[src/rtl/mprx_pkg.sv]
package mprx_pkg;

    typedef enum logic [2:0] {
        ST_IDLE,
        ST_START,
        ST_DATA,
        ST_NINTH,
        ST_STOP
    } rx_state_t;

endpackage

[src/rtl/mprx_sync.sv]
module mprx_sync #(
    parameter int STAGES = 2
) (
    input  logic clk,
    input  logic rst_n,
    input  logic line_in,
    output logic line_s
);

    logic [STAGES-1:0] q;

    always_ff @(posedge clk or negedge rst_n) begin
        if (!rst_n) q[0] <= 1'b1;
        else        q[0] <= line_in;
    end

    for (genvar i = 1; i < STAGES; i++) begin : g_stage
        always_ff @(posedge clk or negedge rst_n) begin
            if (!rst_n) q[i] <= 1'b1;
            else        q[i] <= q[i-1];
        end
    end

    assign line_s = q[STAGES-1];

endmodule

[src/rtl/mprx_filter.sv]
module mprx_filter #(
    parameter int DATA_W = 8
) (
    input  logic [DATA_W-1:0] addr,
    input  logic [DATA_W-1:0] given,
    input  logic [DATA_W-1:0] mask,
    output logic              hit_given,
    output logic              hit_bcast
);

    logic [DATA_W-1:0] bcast;

    always_comb begin
        bcast     = given | mask;
        hit_given = ((addr ^ given) & mask) == '0;
        hit_bcast = (addr & bcast) == bcast;
    end

endmodule

[src/rtl/mprx_fsm.sv]
module mprx_fsm
    import mprx_pkg::*;
#(
    parameter int DATA_W = 8,
    parameter int OVS    = 16
) (
    input  logic              clk,
    input  logic              rst_n,
    input  logic              tick,
    input  logic              rx_en,
    input  logic              line_s,
    output logic              frm_valid,
    output logic [DATA_W-1:0] frm_data,
    output logic              frm_bit9,
    output logic              frm_stop_ok
);

    localparam int PH_W  = $clog2(OVS);
    localparam int CNT_W = (DATA_W > 1) ? $clog2(DATA_W) : 1;
    localparam logic [PH_W-1:0]  PH_LO   = PH_W'(OVS/2 - 1);
    localparam logic [PH_W-1:0]  PH_MID  = PH_W'(OVS/2);
    localparam logic [PH_W-1:0]  PH_HI   = PH_W'(OVS/2 + 1);
    localparam logic [PH_W-1:0]  PH_LAST = PH_W'(OVS - 1);
    localparam logic [CNT_W-1:0] BIT_LAST = CNT_W'(DATA_W - 1);

    rx_state_t         state, state_nx;
    logic [PH_W-1:0]   phase;
    logic [CNT_W-1:0]  bit_cnt;
    logic [DATA_W-1:0] shreg;
    logic              ninth;
    logic              vote_a, vote_b;
    logic              last_s;
    logic              fall, at_mid, at_end, maj;

    always_comb begin
        fall   = tick && rx_en && last_s && !line_s;
        at_mid = tick && (phase == PH_HI);
        at_end = tick && (phase == PH_LAST);
        maj    = (vote_a & vote_b) | (vote_a & line_s) | (vote_b & line_s);
    end

    // state register
    always_ff @(posedge clk or negedge rst_n) begin
        if (!rst_n) state <= ST_IDLE;
        else        state <= state_nx;
    end

    // next-state logic
    always_comb begin
        state_nx = state;
        unique case (state)
            ST_IDLE:  if (fall) state_nx = ST_START;
            ST_START: begin
                if (at_mid && maj) state_nx = ST_IDLE;
                else if (at_end)   state_nx = ST_DATA;
            end
            ST_DATA:  if (at_end && bit_cnt == BIT_LAST) state_nx = ST_NINTH;
            ST_NINTH: if (at_end) state_nx = ST_STOP;
            ST_STOP:  if (at_mid) state_nx = ST_IDLE;
        endcase
    end

    // datapath and outputs
    always_ff @(posedge clk or negedge rst_n) begin
        if (!rst_n) begin
            phase       <= '0;
            bit_cnt     <= '0;
            shreg       <= '0;
            ninth       <= 1'b0;
            vote_a      <= 1'b1;
            vote_b      <= 1'b1;
            last_s      <= 1'b1;
            frm_valid   <= 1'b0;
            frm_data    <= '0;
            frm_bit9    <= 1'b0;
            frm_stop_ok <= 1'b0;
        end else begin
            frm_valid <= 1'b0;
            if (tick) last_s <= line_s;
            if (state == ST_IDLE) begin
                bit_cnt <= '0;
                phase   <= fall ? PH_W'(1) : '0;
            end else if (tick) begin
                phase <= (phase == PH_LAST) ? '0 : phase + 1'b1;
                if (phase == PH_LO)  vote_a <= line_s;
                if (phase == PH_MID) vote_b <= line_s;
                if (phase == PH_HI) begin
                    case (state)
                        ST_DATA:  shreg <= {maj, shreg[DATA_W-1:1]};
                        ST_NINTH: ninth <= maj;
                        ST_STOP: begin
                            frm_valid   <= 1'b1;
                            frm_stop_ok <= maj;
                            frm_data    <= shreg;
                            frm_bit9    <= ninth;
                        end
                        default: ;
                    endcase
                end
                if (phase == PH_LAST && state == ST_DATA) bit_cnt <= bit_cnt + 1'b1;
            end
        end
    end

    p_noen_stays_idle_r2: assert property (@(posedge clk) disable iff (!rst_n)
        (state == ST_IDLE && !rx_en) |=> (state == ST_IDLE));

    p_phase_only_on_tick_r3: assert property (@(posedge clk) disable iff (!rst_n)
        (!tick && state != ST_IDLE) |=> ($stable(phase) && $stable(state)));

    p_valid_single_r1: assert property (@(posedge clk) disable iff (!rst_n)
        frm_valid |=> !frm_valid);

    p_noise_back_idle_r4: assert property (@(posedge clk) disable iff (!rst_n)
        (state == ST_START && at_mid && maj) |=> (state == ST_IDLE));

endmodule

[src/rtl/mpuart_rx.sv]
module mpuart_rx #(
    parameter int DATA_W = 8,
    parameter int OVS    = 16,
    parameter int SYNC_STAGES = 2
) (
    input  logic              clk,
    input  logic              rst_n,
    input  logic              rx_in,
    input  logic              tick16,
    input  logic              rx_en,
    input  logic              mp_en,
    input  logic [DATA_W-1:0] given_addr,
    input  logic [DATA_W-1:0] addr_mask,
    input  logic              rd_ack,
    output logic [DATA_W-1:0] rx_data,
    output logic              rx_bit9,
    output logic              rx_done,
    output logic              frame_err,
    output logic              overrun
);

    logic              line_s;
    logic              frm_valid, frm_bit9, frm_stop_ok;
    logic [DATA_W-1:0] frm_data;
    logic              hit_given, hit_bcast;
    logic              accept;

    mprx_sync #(.STAGES(SYNC_STAGES)) u_sync (
        .clk     (clk),
        .rst_n   (rst_n),
        .line_in (rx_in),
        .line_s  (line_s)
    );

    mprx_fsm #(.DATA_W(DATA_W), .OVS(OVS)) u_fsm (
        .clk         (clk),
        .rst_n       (rst_n),
        .tick        (tick16),
        .rx_en       (rx_en),
        .line_s      (line_s),
        .frm_valid   (frm_valid),
        .frm_data    (frm_data),
        .frm_bit9    (frm_bit9),
        .frm_stop_ok (frm_stop_ok)
    );

    mprx_filter #(.DATA_W(DATA_W)) u_filter (
        .addr      (frm_data),
        .given     (given_addr),
        .mask      (addr_mask),
        .hit_given (hit_given),
        .hit_bcast (hit_bcast)
    );

    always_comb begin
        accept = frm_stop_ok && (!mp_en || (frm_bit9 && (hit_given || hit_bcast)));
    end

    always_ff @(posedge clk or negedge rst_n) begin
        if (!rst_n) begin
            rx_data   <= '0;
            rx_bit9   <= 1'b0;
            rx_done   <= 1'b0;
            frame_err <= 1'b0;
            overrun   <= 1'b0;
        end else begin
            if (rd_ack) begin
                rx_done   <= 1'b0;
                frame_err <= 1'b0;
                overrun   <= 1'b0;
            end
            if (frm_valid) begin
                if (!frm_stop_ok) begin
                    frame_err <= 1'b1;
                end else if (accept) begin
                    if (rx_done && !rd_ack) begin
                        overrun <= 1'b1;
                    end else begin
                        rx_data <= frm_data;
                        rx_bit9 <= frm_bit9;
                        rx_done <= 1'b1;
                    end
                end
            end
        end
    end

    p_done_held_r7: assert property (@(posedge clk) disable iff (!rst_n)
        (rx_done && !rd_ack) |=> rx_done);

    p_unread_kept_r6: assert property (@(posedge clk) disable iff (!rst_n)
        (rx_done && !rd_ack) |=> ($stable(rx_data) && $stable(rx_bit9)));

    p_overrun_cause_r6: assert property (@(posedge clk) disable iff (!rst_n)
        $rose(overrun) |-> $past(rx_done));

    p_mp_needs_bit9_r8: assert property (@(posedge clk) disable iff (!rst_n)
        ($rose(rx_done) && $past(mp_en)) |-> rx_bit9);

    p_ferr_no_post_r5: assert property (@(posedge clk) disable iff (!rst_n)
        (frm_valid && !frm_stop_ok && !rx_done) |=> !rx_done);

endmodule

[config.mk]
export PLATFORM = sky130hd
export DESIGN_NAME = mpuart_rx
export DESIGN_NICKNAME = d
export VERILOG_FILES = /design/src/rtl/mprx_pkg.sv /design/src/rtl/mprx_sync.sv /design/src/rtl/mprx_filter.sv /design/src/rtl/mprx_fsm.sv /design/src/rtl/mpuart_rx.sv
export SDC_FILE = /design/constraint.sdc
export NUM_CORES = 1
export LEC_CHECK = 0
export ABC_CLOCK_PERIOD_IN_PS = 4500
export BUFFER_PORTS_ARGS = -buffer_cell sky130_fd_sc_hd__buf_2
export CAP_MARGIN = 20
export CORE_MARGIN = 3
export CORE_UTILIZATION = 46
export DETAILED_ROUTE_END_ITERATION = 12
export GPL_TIMING_DRIVEN = 0
export PLACE_DENSITY = 0.64
export SLEW_MARGIN = 20
export SYNTH_ARGS = -nofsm -noshare
export SYNTH_HDL_FRONTEND = slang
export SYNTH_SLANG_ARGS = --single-unit
[constraint.sdc]
create_clock -name clk -period 4.5 [get_ports clk]
set_input_delay 0.225 -clock clk [delete_from_list [all_inputs] [get_ports clk]]
set_output_delay 0.225 -clock clk [all_outputs]
set_load 0.03 [all_outputs]
# Word level (Yosys, flattened, before mapping)
# Cells that the tools add are included.
# op_classes
bitwise	11
eq_ne	15
muxes	31
n_reduce_logical	28
n_addsub	2
# op_table
operator	n
$mux W3	9
$mux W1	18
$and A8 B8 Y8	2
$reduce_and A4 Y1	4
$pmux W3 S5	1
$eq A4 B4 Y1 const B	3
$mux W4	3
$logic_and A1 B1 Y1	11
$eq A8 B8 Y1	1
$logic_not A8 Y1	1
$ne A2 B1 Y1 const B	4
$or A8 B8 Y8	1
$xor A8 B8 Y8	1
$eq A3 B2 Y1 const B	2
$eq A3 B3 Y1 const B	2
$reduce_and A3 Y1	2
$reduce_and A5 Y1	1
$add A4 B1 Y4 const B	1
$eq A4 B3 Y1 const B	1
$reduce_bool A2 Y1	2
$add A3 B1 Y3 const B	1
$and A1 B1 Y1	3
$eq A3 B1 Y1 const B	1
$logic_not A1 Y1	3
other kinds (6)	9
# totals
reg_bits	47
out_inout_bits	12
in_bits	23
wordCells	106

# Logic depth before layout (Yosys ltp)
# Gate-level depths: netlist of the first run.
# logic_depth
depth_word	10
ltp_mapped	6
depth_no_buf	6

# Cells and area by module
# From an unflattened synthesis of the first run, not the netlist that was laid out.
# unflattened
cells_unflattened	182
area_unflattened_um2	2324.7
# by_module_without_submodules
module	n_inst	seq_area_each_um2	area_per_inst_um2	cells_each
mprx_fsm	1	829.5	1614.0	124
mpuart_rx	1	300.3	481.7	31
mprx_filter	1	0.0	176.4	25
mprx_sync	1	52.6	52.6	2

# Worst setup path before layout of the first run
# No wires, ideal clock.
# synth_path
path_kind	reg-to-reg
from	reg rx_done
to	reg rx_bit9
arrival_time_ns	1.531
setup_ns	0.125
period_less_slack_ns	1.656
setup_slack_ns	2.844
path_stages_with_launch	5
path_buffers	0
required_time_ns	4.375
cell_sequence	dfrtp_1 > nand2b_1 > and3_1 > a31oi_4 > mux2_2
# synth_via
elab_chain_len	3
# synth_lines
item	line	rtl
start, declared	mpuart_rx.sv:17	output logic rx_done,
start signal, assigned	mpuart_rx.sv:63	rx_done <= 1'b0;
start signal, assigned	mpuart_rx.sv:68	rx_done <= 1'b0;
start signal, assigned	mpuart_rx.sv:81	rx_done <= 1'b1;
$logic_and A1 B1 Y1	mpuart_rx.sv:76	if (rx_done && !rd_ack) begin
$not A1 Y1 (no line)	n/a	
$reduce_and A4 Y1 (no line)	n/a	
end signal, assigned	mpuart_rx.sv:80	rx_bit9 <= frm_bit9;
end, declared	mpuart_rx.sv:16	output logic rx_bit9,
# No other way between the ends.
# A chain may end at the register's enable or synchronous reset.

# Worst setup path after layout of the first run
# layout_path
from	reg u_fsm.frm_data[2]
to	reg rx_data[0]
# layout_via
elab_chain_len	8
elab_cells_between_ends	10
cone_classes	eq/ne (1); bitwise (3); reduce/logical (6)
# layout_lines
item	line	rtl
start, declared	mprx_fsm.sv:13	output logic [DATA_W-1:0] frm_data,
start signal, assigned	mprx_fsm.sv:94	frm_data <= shreg;
$xor A8 B8 Y8	mprx_filter.sv:15	hit_given = ((addr ^ given) & mask) == '0;
$and A8 B8 Y8	mprx_filter.sv:15	
$logic_not A8 Y1	mprx_filter.sv:15	
$logic_or A1 B1 Y1 (*)	mpuart_rx.sv:56	accept = frm_stop_ok && (!mp_en || (frm_bit9 && (hit_given || hit_bcast)));
$logic_and A1 B1 Y1 (*)	mpuart_rx.sv:56	
$logic_or A1 B1 Y1 (*)	mpuart_rx.sv:56	
$logic_and A1 B1 Y1 (*)	mpuart_rx.sv:56	
$reduce_and A4 Y1 (no line) (*)	n/a	
end signal, assigned	mpuart_rx.sv:79	rx_data <= frm_data;
end, declared	mpuart_rx.sv:15	output logic [DATA_W-1:0] rx_data,
# Every way passes the cells marked *; elsewhere a longest branch is shown, timed or not.

==> results.rst, run 1 <==
.. list-table::
   :header-rows: 1

   * - Metric
     - Value
   * - TritonCTS buffer count
     - 5
   * - CTS tree
     - built
   * - Number of remaining DRC errors
     - 0
   * - Max Slew Vio Count
     - 0
   * - Yosys warns
     - 0
   * - IO Port Bufs
     - 33
   * - R2R Setup Slk
     - 2710 ps
   * - Synth async-reset ratio
     - 100%
   * - Vias in the first global route
     - 1624
   * - Starting density of the core
     - 49.9%
   * - Area added between synthesis and finish
     - 17.2%
   * - Clock network power share
     - 35.2%
   * - Critical setup path kind
     - reg -> reg
   * - Final clock skew
     - 5.58 ps
   * - Post-Syn Instances
     - 183
   * - Achievable clock frequency
     - 560 MHz
   * - Per-cell routed wire length
     - 14.3 microns
   * - Multi-input gate area in the final layout
     - 1030 sq um
   * - Result of the run
     - finished, final reports clean
   * - CTS max path bufs
     - 2
   * - Final Critical Period
     - 1790 ps
   * - Vias
     - 1535
   * - Area of the die
     - 5830 sq um
   * - Placeable core area
     - 4560 sq um
   * - Post-synthesis sequential element count
     - 47
   * - Final HPWL DP
     - 3.10 mm
   * - Max-slew headroom
     - 61.7%
   * - Count of filler cells inserted in the layout
     - 388
   * - Worst hold path class
     - in -> reg
   * - Final non-filler cell total
     - 290
   * - Flip-flop and latch area
     - 1180 sq um
   * - DRT Wirelength
     - 4.14 mm
   * - Hold worst-path end
     - u_sync.q[0]
   * - Share of total power in sequential cells
     - 48.9%
   * - Endpoint of the lowest-slack register-to-register path
     - rx_data[0]
   * - FF-to-FF path depth
     - 5
   * - Antenna violations before repair
     - 0
   * - Global-route wire length before repair
     - 7.46 mm
   * - Critical path startpoint category
     - flip-flop
   * - Total number of placement rows
     - 24
   * - Launch point of the worst hold path
     - rx_in
   * - Leakage power summed over all cells
     - 1.36 nW
   * - Fin Hold WS
     - 23.5 ps
   * - Endpoints failing hold
     - 0
   * - Peak ir drop on the vdd network
     - 0.000291 V
   * - 1st-pass router iterations
     - 4
   * - Antenna fix cells
     - 0
   * - Remaining Overflow, GRT
     - 0
   * - Max-cap viol count
     - 0
   * - Fraction of final layout cells sized beyond drive strength 1
     - 38.7%
   * - H-tree lvl count
     - 2
   * - Main flop type after synthesis
     - sky130_fd_sc_hd__dfrtp_1
   * - Part of the power in combinational logic
     - 15.9%
   * - Violation count after the first detailed-route iteration
     - 69
   * - Worst Tran Pin Value
     - 574 ps
   * - Number of instances resized during post-cts repair
     - 0
   * - Clock latency of the later-clocked register in the worst-skew pair
     - 290 ps
   * - Horizontal die dimension
     - 76.4 microns
   * - Startpoint of the lowest-slack register-to-register path
     - u_fsm.frm_data[2]
   * - Data arrival time at the worst-slack endpoint
     - 1970 ps
   * - Share of synthesized area occupied by flip-flops and latches
     - 51.9%
   * - Cell-internal power
     - 0.757 mW
   * - Maximum fanout along the worst path
     - 9
   * - RSZ-0062 raised after global routing
     - false
   * - Chip height
     - 76.4 microns
   * - Final setup violating endpoints
     - 0
   * - Synthesized area per cell
     - 12.5 sq um
   * - Power density of the placed cells
     - 380 nW/um^2
   * - Depth of the worst hold-timing path
     - 1
   * - Number of sinks handled by clock tree synthesis
     - 47
   * - Sum Neg Setup Slack
     - 0 ps
   * - Largest net degree at the start of global routing
     - 48
   * - Clock root cell
     - sky130_fd_sc_hd__clkbuf_8
   * - Number of enable-type register cells in the synthesized netlist
     - 0
   * - Number of routed nets with antenna violations
     - 0
   * - Clock transition at path regs
     - 80 ps
   * - Worst setup margin
     - 2710 ps
   * - I/O Pins
     - 35
   * - Final #Nets
     - 252
   * - Routability Congestion
     - 0.813
   * - Period Utilization, post-route
     - 39.7%
   * - Switching Share
     - 25.5%
   * - Synthesized cell area
     - 2280 sq um
   * - Worst setup EP type
     - flip-flop
   * - Global Route Usage Sum
     - 15.6%
   * - Average via count per standard cell
     - 5.29
   * - Mapped Nets
     - 211
   * - Post-place setup slack
     - 2690 ps
   * - Worst EP required
     - 4690 ps
   * - Distinct cell type count after synthesis
     - 37
   * - Net Switching
     - 0.258 mW
   * - Dpl cells
     - 281
Yosys cell counts (all sizes together), types with 4 or more instances:
library cell,number,area share (%)
xor2,10,3.8
o21ai,4,0.88
dfstp,5,5.8
mux2,33,18
ha,5,2.7
dfrtp,42,46
a22oi,4,1.3
nor2,10,1.6
a22o,5,1.9
nand2,9,1.6
inv,7,1.2
nand3,8,1.8
a21oi,4,0.88
o21bai,7,2.3
routing by layer:
| metal | wire length, microns | global-route usage, % |
|---|---|---|
| met1 | 1840 | 19.5 |
| met2 | 2060 | 25.7 |
| met3 | 193 | 3.55 |
| met4 | 38 | 7.07 |
| met5 | 0 | 0 |
state kept, by name, summed over array words and instances, names as in the netlist, 3 cells and up:
name and flops:
rx_data 8, u_fsm.bit_cnt 3, u_fsm.frm_data 8, u_fsm.phase 4, u_fsm.shreg 8, u_fsm.state 3
how the worst max path moves through the flow:
stage | from | endpoint | slack, ps | cells past startpoint
floorplan | rx_done | rx_bit9 | 2840 | 4
global placement | u_fsm.frm_data[2] | rx_data[0] | 2730 | 5
detailed placement | u_fsm.frm_data[2] | rx_data[6] | 2690 | 5
CTS | u_fsm.frm_data[2] | rx_data[6] | 2680 | 5
global route | u_fsm.frm_data[2] | rx_data[3] | 2620 | 5
finish | u_fsm.frm_data[2] | rx_data[0] | 2710 | 5
final cells by class:
class	count	share of cell area, %
clock buffers	6	2.72
inverters	7	0.984
flip-flops and latches	47	44.3
repair buffers	34	6.65
well taps	65	3.05
multi-input cells	123	38.8
plain buffers	6	1.31
clock inverters	2	2.25
critical path, cell delays in order, from the launching register on:
cell                      delay, ps
sky130_fd_sc_hd__dfrtp_1        430
sky130_fd_sc_hd__xor2_1         170
sky130_fd_sc_hd__a22oi_1         90
sky130_fd_sc_hd__and4_1         260
sky130_fd_sc_hd__a31oi_4        350
sky130_fd_sc_hd__mux2_2         380
placed cells by master (no fill, tap or decap), types with 2 or more instances in the layout:
cell,count
sky130_fd_sc_hd__bufinv_16,2
sky130_fd_sc_hd__o2111ai_1,3
sky130_fd_sc_hd__xor2_1,10
sky130_fd_sc_hd__mux2_2,25
sky130_fd_sc_hd__o21bai_1,7
sky130_fd_sc_hd__nand3_1,8
sky130_fd_sc_hd__inv_1,7
sky130_fd_sc_hd__dfrtp_1,42
sky130_fd_sc_hd__dfstp_2,5
sky130_fd_sc_hd__a21oi_1,4
sky130_fd_sc_hd__nand2b_1,3
sky130_fd_sc_hd__nand2_1,8
sky130_fd_sc_hd__clkbuf_8,5
sky130_fd_sc_hd__clkbuf_1,4
sky130_fd_sc_hd__a22o_1,5
sky130_fd_sc_hd__buf_2,33
sky130_fd_sc_hd__ha_1,5
sky130_fd_sc_hd__o22ai_1,2
sky130_fd_sc_hd__or3_1,2
sky130_fd_sc_hd__mux2_4,8
sky130_fd_sc_hd__nor2_1,10
sky130_fd_sc_hd__buf_4,2
sky130_fd_sc_hd__o21ai_0,4
sky130_fd_sc_hd__nand4_1,2
sky130_fd_sc_hd__a22oi_1,4
metrics by stage:
step	utilization (%)	area, sq um	power (mW)
after floorplan	-	2280	0.612
after global placement	55.3	2520	0.653
after detailed placement	55.3	2520	0.668
after CTS	58.2	2660	1.03
after global routing	58.5	2670	1.07
final	58.5	2670	1.02
cell families (layout without fill, tap and decap cells):
logic type / count (synthesis) / after routing / synth area share [%]
DFF: 47 / 47 / 51.9
and+or+nand+nor: 40 / 40 / 8.79
muxes: 34 / 34 / 18.1
AOI/OAI and AO/OA: 33 / 33 / 11.5
buffers and inverters: 13 / 55 / 2.69
xor gates and xnor gates: 10 / 10 / 3.84
adders and majority gates: 6 / 6 / 3.19
power groups by stage:
stage          Combinational, mW  Sequential, mW  Clock (mW)
2_1_floorplan              0.116           0.496           0
3_3_place_gp               0.153           0.500           0
3_5_place_dp               0.163           0.505           0
4_1_cts                    0.164           0.496       0.366
5_1_grt                    0.183           0.504       0.386
6_report                   0.162           0.496       0.357
repair_timing:
item | 4_1_cts | 5_1_grt
buffers inserted | 0 | 0
hold endpoints to repair | 0 | 42
hold buffers | 0 | 1
Note: power is estimated with default switching activity, not from simulation.
==> run 2: changes to the inputs <==
--- a/config.mk
+++ b/config.mk
@@ -5,7 +5,7 @@
 export SDC_FILE = /design/constraint.sdc
 export NUM_CORES = 1
 export LEC_CHECK = 0
-export ABC_CLOCK_PERIOD_IN_PS = 4500
+export ABC_CLOCK_PERIOD_IN_PS = 1650
 export BUFFER_PORTS_ARGS = -buffer_cell sky130_fd_sc_hd__buf_2
 export CAP_MARGIN = 20
 export CORE_MARGIN = 3
==> constraint.sdc (replaced) <==
create_clock -name clk -period 1.65 [get_ports clk]
set_input_delay 0.0825 -clock clk [delete_from_list [all_inputs] [get_ports clk]]
set_output_delay 0.0825 -clock clk [all_outputs]
set_load 0.03 [all_outputs]
==> run 2 against run 1 <==
Worst setup slack lost 2800 ps. Critical path depth grew 1. Combinational power grew to 3.3 times the previous value. Highest routed layer unchanged. Flip-flop and latch count is the same. The flow now finishes with violations (setup timing).
==> results.rst, run 2 (synthesis gave the netlist of run 1 again) <==
.. list-table::
   :header-rows: 1

   * - Metric
     - Value
   * - Multi-input gate area in the final layout
     - 1070 sq um (+3.6%)
   * - RSZ-0062 raised after global routing
     - true
   * - Final setup violating endpoints
     - 9 (+9)
   * - H-tree lvl count
     - 2 (unchanged)
   * - Achievable clock frequency
     - 577 MHz (+3.0%)
   * - Net Switching
     - 0.730 mW (+180%)
   * - Number of remaining DRC errors
     - 0 (unchanged)
   * - Max Slew Vio Count
     - 0 (unchanged)
   * - CP peak stage delay
     - 440 ps (about the same)
   * - Buffers and inverters on the worst path
     - 1 (+1)
   * - Horizontal die dimension
     - 76.4 microns (unchanged)
   * - I/O Pins
     - 35 (unchanged)
   * - Routability Congestion
     - 0.812 (about the same)
   * - Largest registers
     - rx_data: 8 flops, u_fsm.frm_data: 8 flops, u_fsm.shreg: 8 flops
   * - Per-cell routed wire length
     - 14.7 microns (+3.2%)
   * - Data arrival time at the worst-slack endpoint
     - 1910 ps (-60 ps)
   * - Most frequent cells in the layout
     - sky130_fd_sc_hd__dfrtp_1, sky130_fd_sc_hd__buf_2, sky130_fd_sc_hd__mux2_2
   * - CTS max path bufs
     - 2 (unchanged)
   * - Worst path top cell family by delay
     - flip-flops
   * - Standard cell area after detailed placement
     - 2530 sq um (about the same)
   * - IO Port Bufs
     - 33 (unchanged)
   * - Area of all placed cells without fillers
     - 2760 sq um (+3.3%)
   * - Max-cap viol count
     - 0 (unchanged)
   * - Worst hold path class
     - in -> reg
   * - Sum Neg Setup Slack
     - -614 ps (-614 ps)
   * - Vias in the first global route
     - 1616 (-0.49%)
   * - Worst EP required
     - 1830 ps (-2860 ps)
   * - Chip height
     - 76.4 microns (unchanged)
   * - Antenna violations before repair
     - 0 (unchanged)
   * - Final Critical Period
     - 1730 ps (-52.7 ps)
   * - Period Utilization, post-route
     - 105% (+65 points)
   * - DRT Wirelength
     - 4.38 mm (+6.0%)
   * - Remaining Overflow, GRT
     - 0 (unchanged)
   * - Clock root cell
     - sky130_fd_sc_hd__clkbuf_8
   * - Part of the power in combinational logic
     - 20.3% (+4.4 points)
   * - TritonCTS buffer count
     - 5 (unchanged)
   * - Final clock skew
     - 12.3 ps (+6.74 ps)
   * - Cell-internal power
     - 1.86 mW (+150%)
   * - Post-place setup slack
     - -168 ps (-2860 ps)
   * - Violation count after the first detailed-route iteration
     - 64 (-7.2%)
   * - Number of sinks handled by clock tree synthesis
     - 47 (unchanged)
   * - Placeable core area
     - 4560 sq um (unchanged)
   * - 1st-pass router iterations
     - 4 (unchanged)
   * - Critical setup path kind
     - reg -> reg
   * - Global Route Usage Sum
     - 15.9% (+0.29 points)
   * - Flip-flop and latch area
     - 1190 sq um (+0.32%)
   * - Global-route wire length before repair
     - 7.42 mm (-0.46%)
   * - Clock network power share
     - 26.8% (-8.4 points)
   * - Count of filler cells inserted in the layout
     - 386 (-0.52%)
   * - Result of the run
     - finished, violations left
   * - Total number of placement rows
     - 24 (unchanged)
   * - Vias
     - 1582 (+3.1%)
   * - Share of total power in sequential cells
     - 52.9% (+4.0 points)
   * - Endpoints failing hold
     - 0 (unchanged)
   * - Largest net degree at the start of global routing
     - 48 (unchanged)
   * - Critical-path cell list
     - xor2_1, a22oi_1, and4_4, a31oi_4, buf_12, mux2_2
   * - Clock transition at path regs
     - 90 ps (about the same)
   * - Final HPWL DP
     - 3.06 mm (-1.2%)
   * - Area of the die
     - 5830 sq um (unchanged)
   * - Critical path startpoint category
     - flip-flop
   * - Fraction of final layout cells sized beyond drive strength 1
     - 45.9% (+7.3 points)
   * - Failing checks
     - setup timing
   * - Post-layout util
     - 60.4% (+1.9 points)
   * - Worst Tran Pin Value
     - 570 ps (-4.50 ps)
   * - CTS tree
     - built
   * - Power density of the placed cells
     - 940 nW/um^2 (+150%)
   * - Final #Nets
     - 260 (+3.2%)
   * - Number of routed nets with antenna violations
     - 0 (unchanged)
   * - Leading cell type in the layout, fill and taps excluded
     - sky130_fd_sc_hd__dfrtp_1
   * - Maximum fanout along the worst path
     - 8 (-1)
   * - Switching Share
     - 28.2% (+2.7 points)
   * - Worst setup margin
     - -84.1 ps (-2800 ps)
   * - Average via count per standard cell
     - 5.31 (+0.30%)
   * - Clock latency of the later-clocked register in the worst-skew pair
     - 300 ps (about the same)
   * - Worst setup EP type
     - flip-flop
   * - Area added between synthesis and finish
     - 21.0%
   * - Leakage power summed over all cells
     - 1.39 nW (+2.2%)
   * - Antenna fix cells
     - 0 (unchanged)
   * - Peak ir drop on the vdd network
     - 0.000782 V (+170%)
   * - Starting density of the core
     - 49.9% (unchanged)
   * - Slowest library cell on the worst path
     - sky130_fd_sc_hd__dfrtp_1
   * - Max-slew headroom
     - 62.0% (+0.30 points)
## run 2: metal layers
metal	part of all wire (%)	global-route usage (%)	vias up
li1	-	-	756
met1	45	19.5	774
met2	49	26.1	44
met3	4.8	4.49	8
met4	1.8	6.88	0
met5	0	0	-
## run 2: path summary, 6_finish.rpt
| kind | startpoint | endpoint | slack, ps | cells past startpoint |
|---|---|---|---|---|
| worst max-delay path | u_fsm.frm_data[7] | rx_data[1] | -80 | 6 |
| worst min-delay path | tick16 | u_fsm.last_s | 130 | 2 |
| worst max register to register | u_fsm.frm_data[7] | rx_data[1] | -80 | 6 |
| worst min register to register | u_sync.q[0] | u_sync.line_s | 360 | 0 |
| max in group asynchronous | rst_n | u_fsm.phase[0] | 900 | 2 |
| min in group asynchronous | rst_n | overrun | 320 | 2 |
## run 2: power groups by stage
| stage | combinational (mW) | clock (mW) | sequential (mW) |
|---|---|---|---|
| detailed placement | 0.441 | 0 | 1.38 |
| floorplan | 0.316 | 0 | 1.35 |
| CTS | 0.512 | 0.718 | 1.36 |
| global route | 0.584 | 0.765 | 1.38 |
| global placement | 0.418 | 0 | 1.36 |
| finish | 0.527 | 0.694 | 1.37 |
## run 2: worst reg2reg max path, cell delays in order, from the launching register on
cell and delay, ps:
sky130_fd_sc_hd__dfrtp_1 440, sky130_fd_sc_hd__xor2_1 180, sky130_fd_sc_hd__a22oi_1 190, sky130_fd_sc_hd__and4_4 270, sky130_fd_sc_hd__a31oi_4 110, sky130_fd_sc_hd__buf_12 160, sky130_fd_sc_hd__mux2_2 270
## run 2: layout make-up
cell class                      instances  area share [%]
Buffer                                  4            1.09
Clock buffer                            7            3.13
Clock inverter                          1           0.181
Inverter                                7           0.953
Multi-Input combinational cell        123            38.9
Sequential cell                        47            43.0
Tap cell                               65            2.95
Timing Repair Buffer                   44            9.80
## run 2: metrics by stage
stage	power (mW)	hold slack, ps	instances
6_report	2.59	130	298
5_1_grt	2.73	136	298
4_1_cts	2.59	115	297
3_5_place_dp	1.82	192	281
3_3_place_gp	1.78	188	281
2_1_floorplan	1.67	-213	183
## run 2: timing repair
item / 4_1_cts / 5_1_grt
pin swaps: 6 / 7
gates resized for setup: 6 / 7
hold buffers: 3 / 0
endpoints found under the hold margin: 45 / 0
endpoints found under the setup margin: 27 / 30
setup buffers: 7 / 1
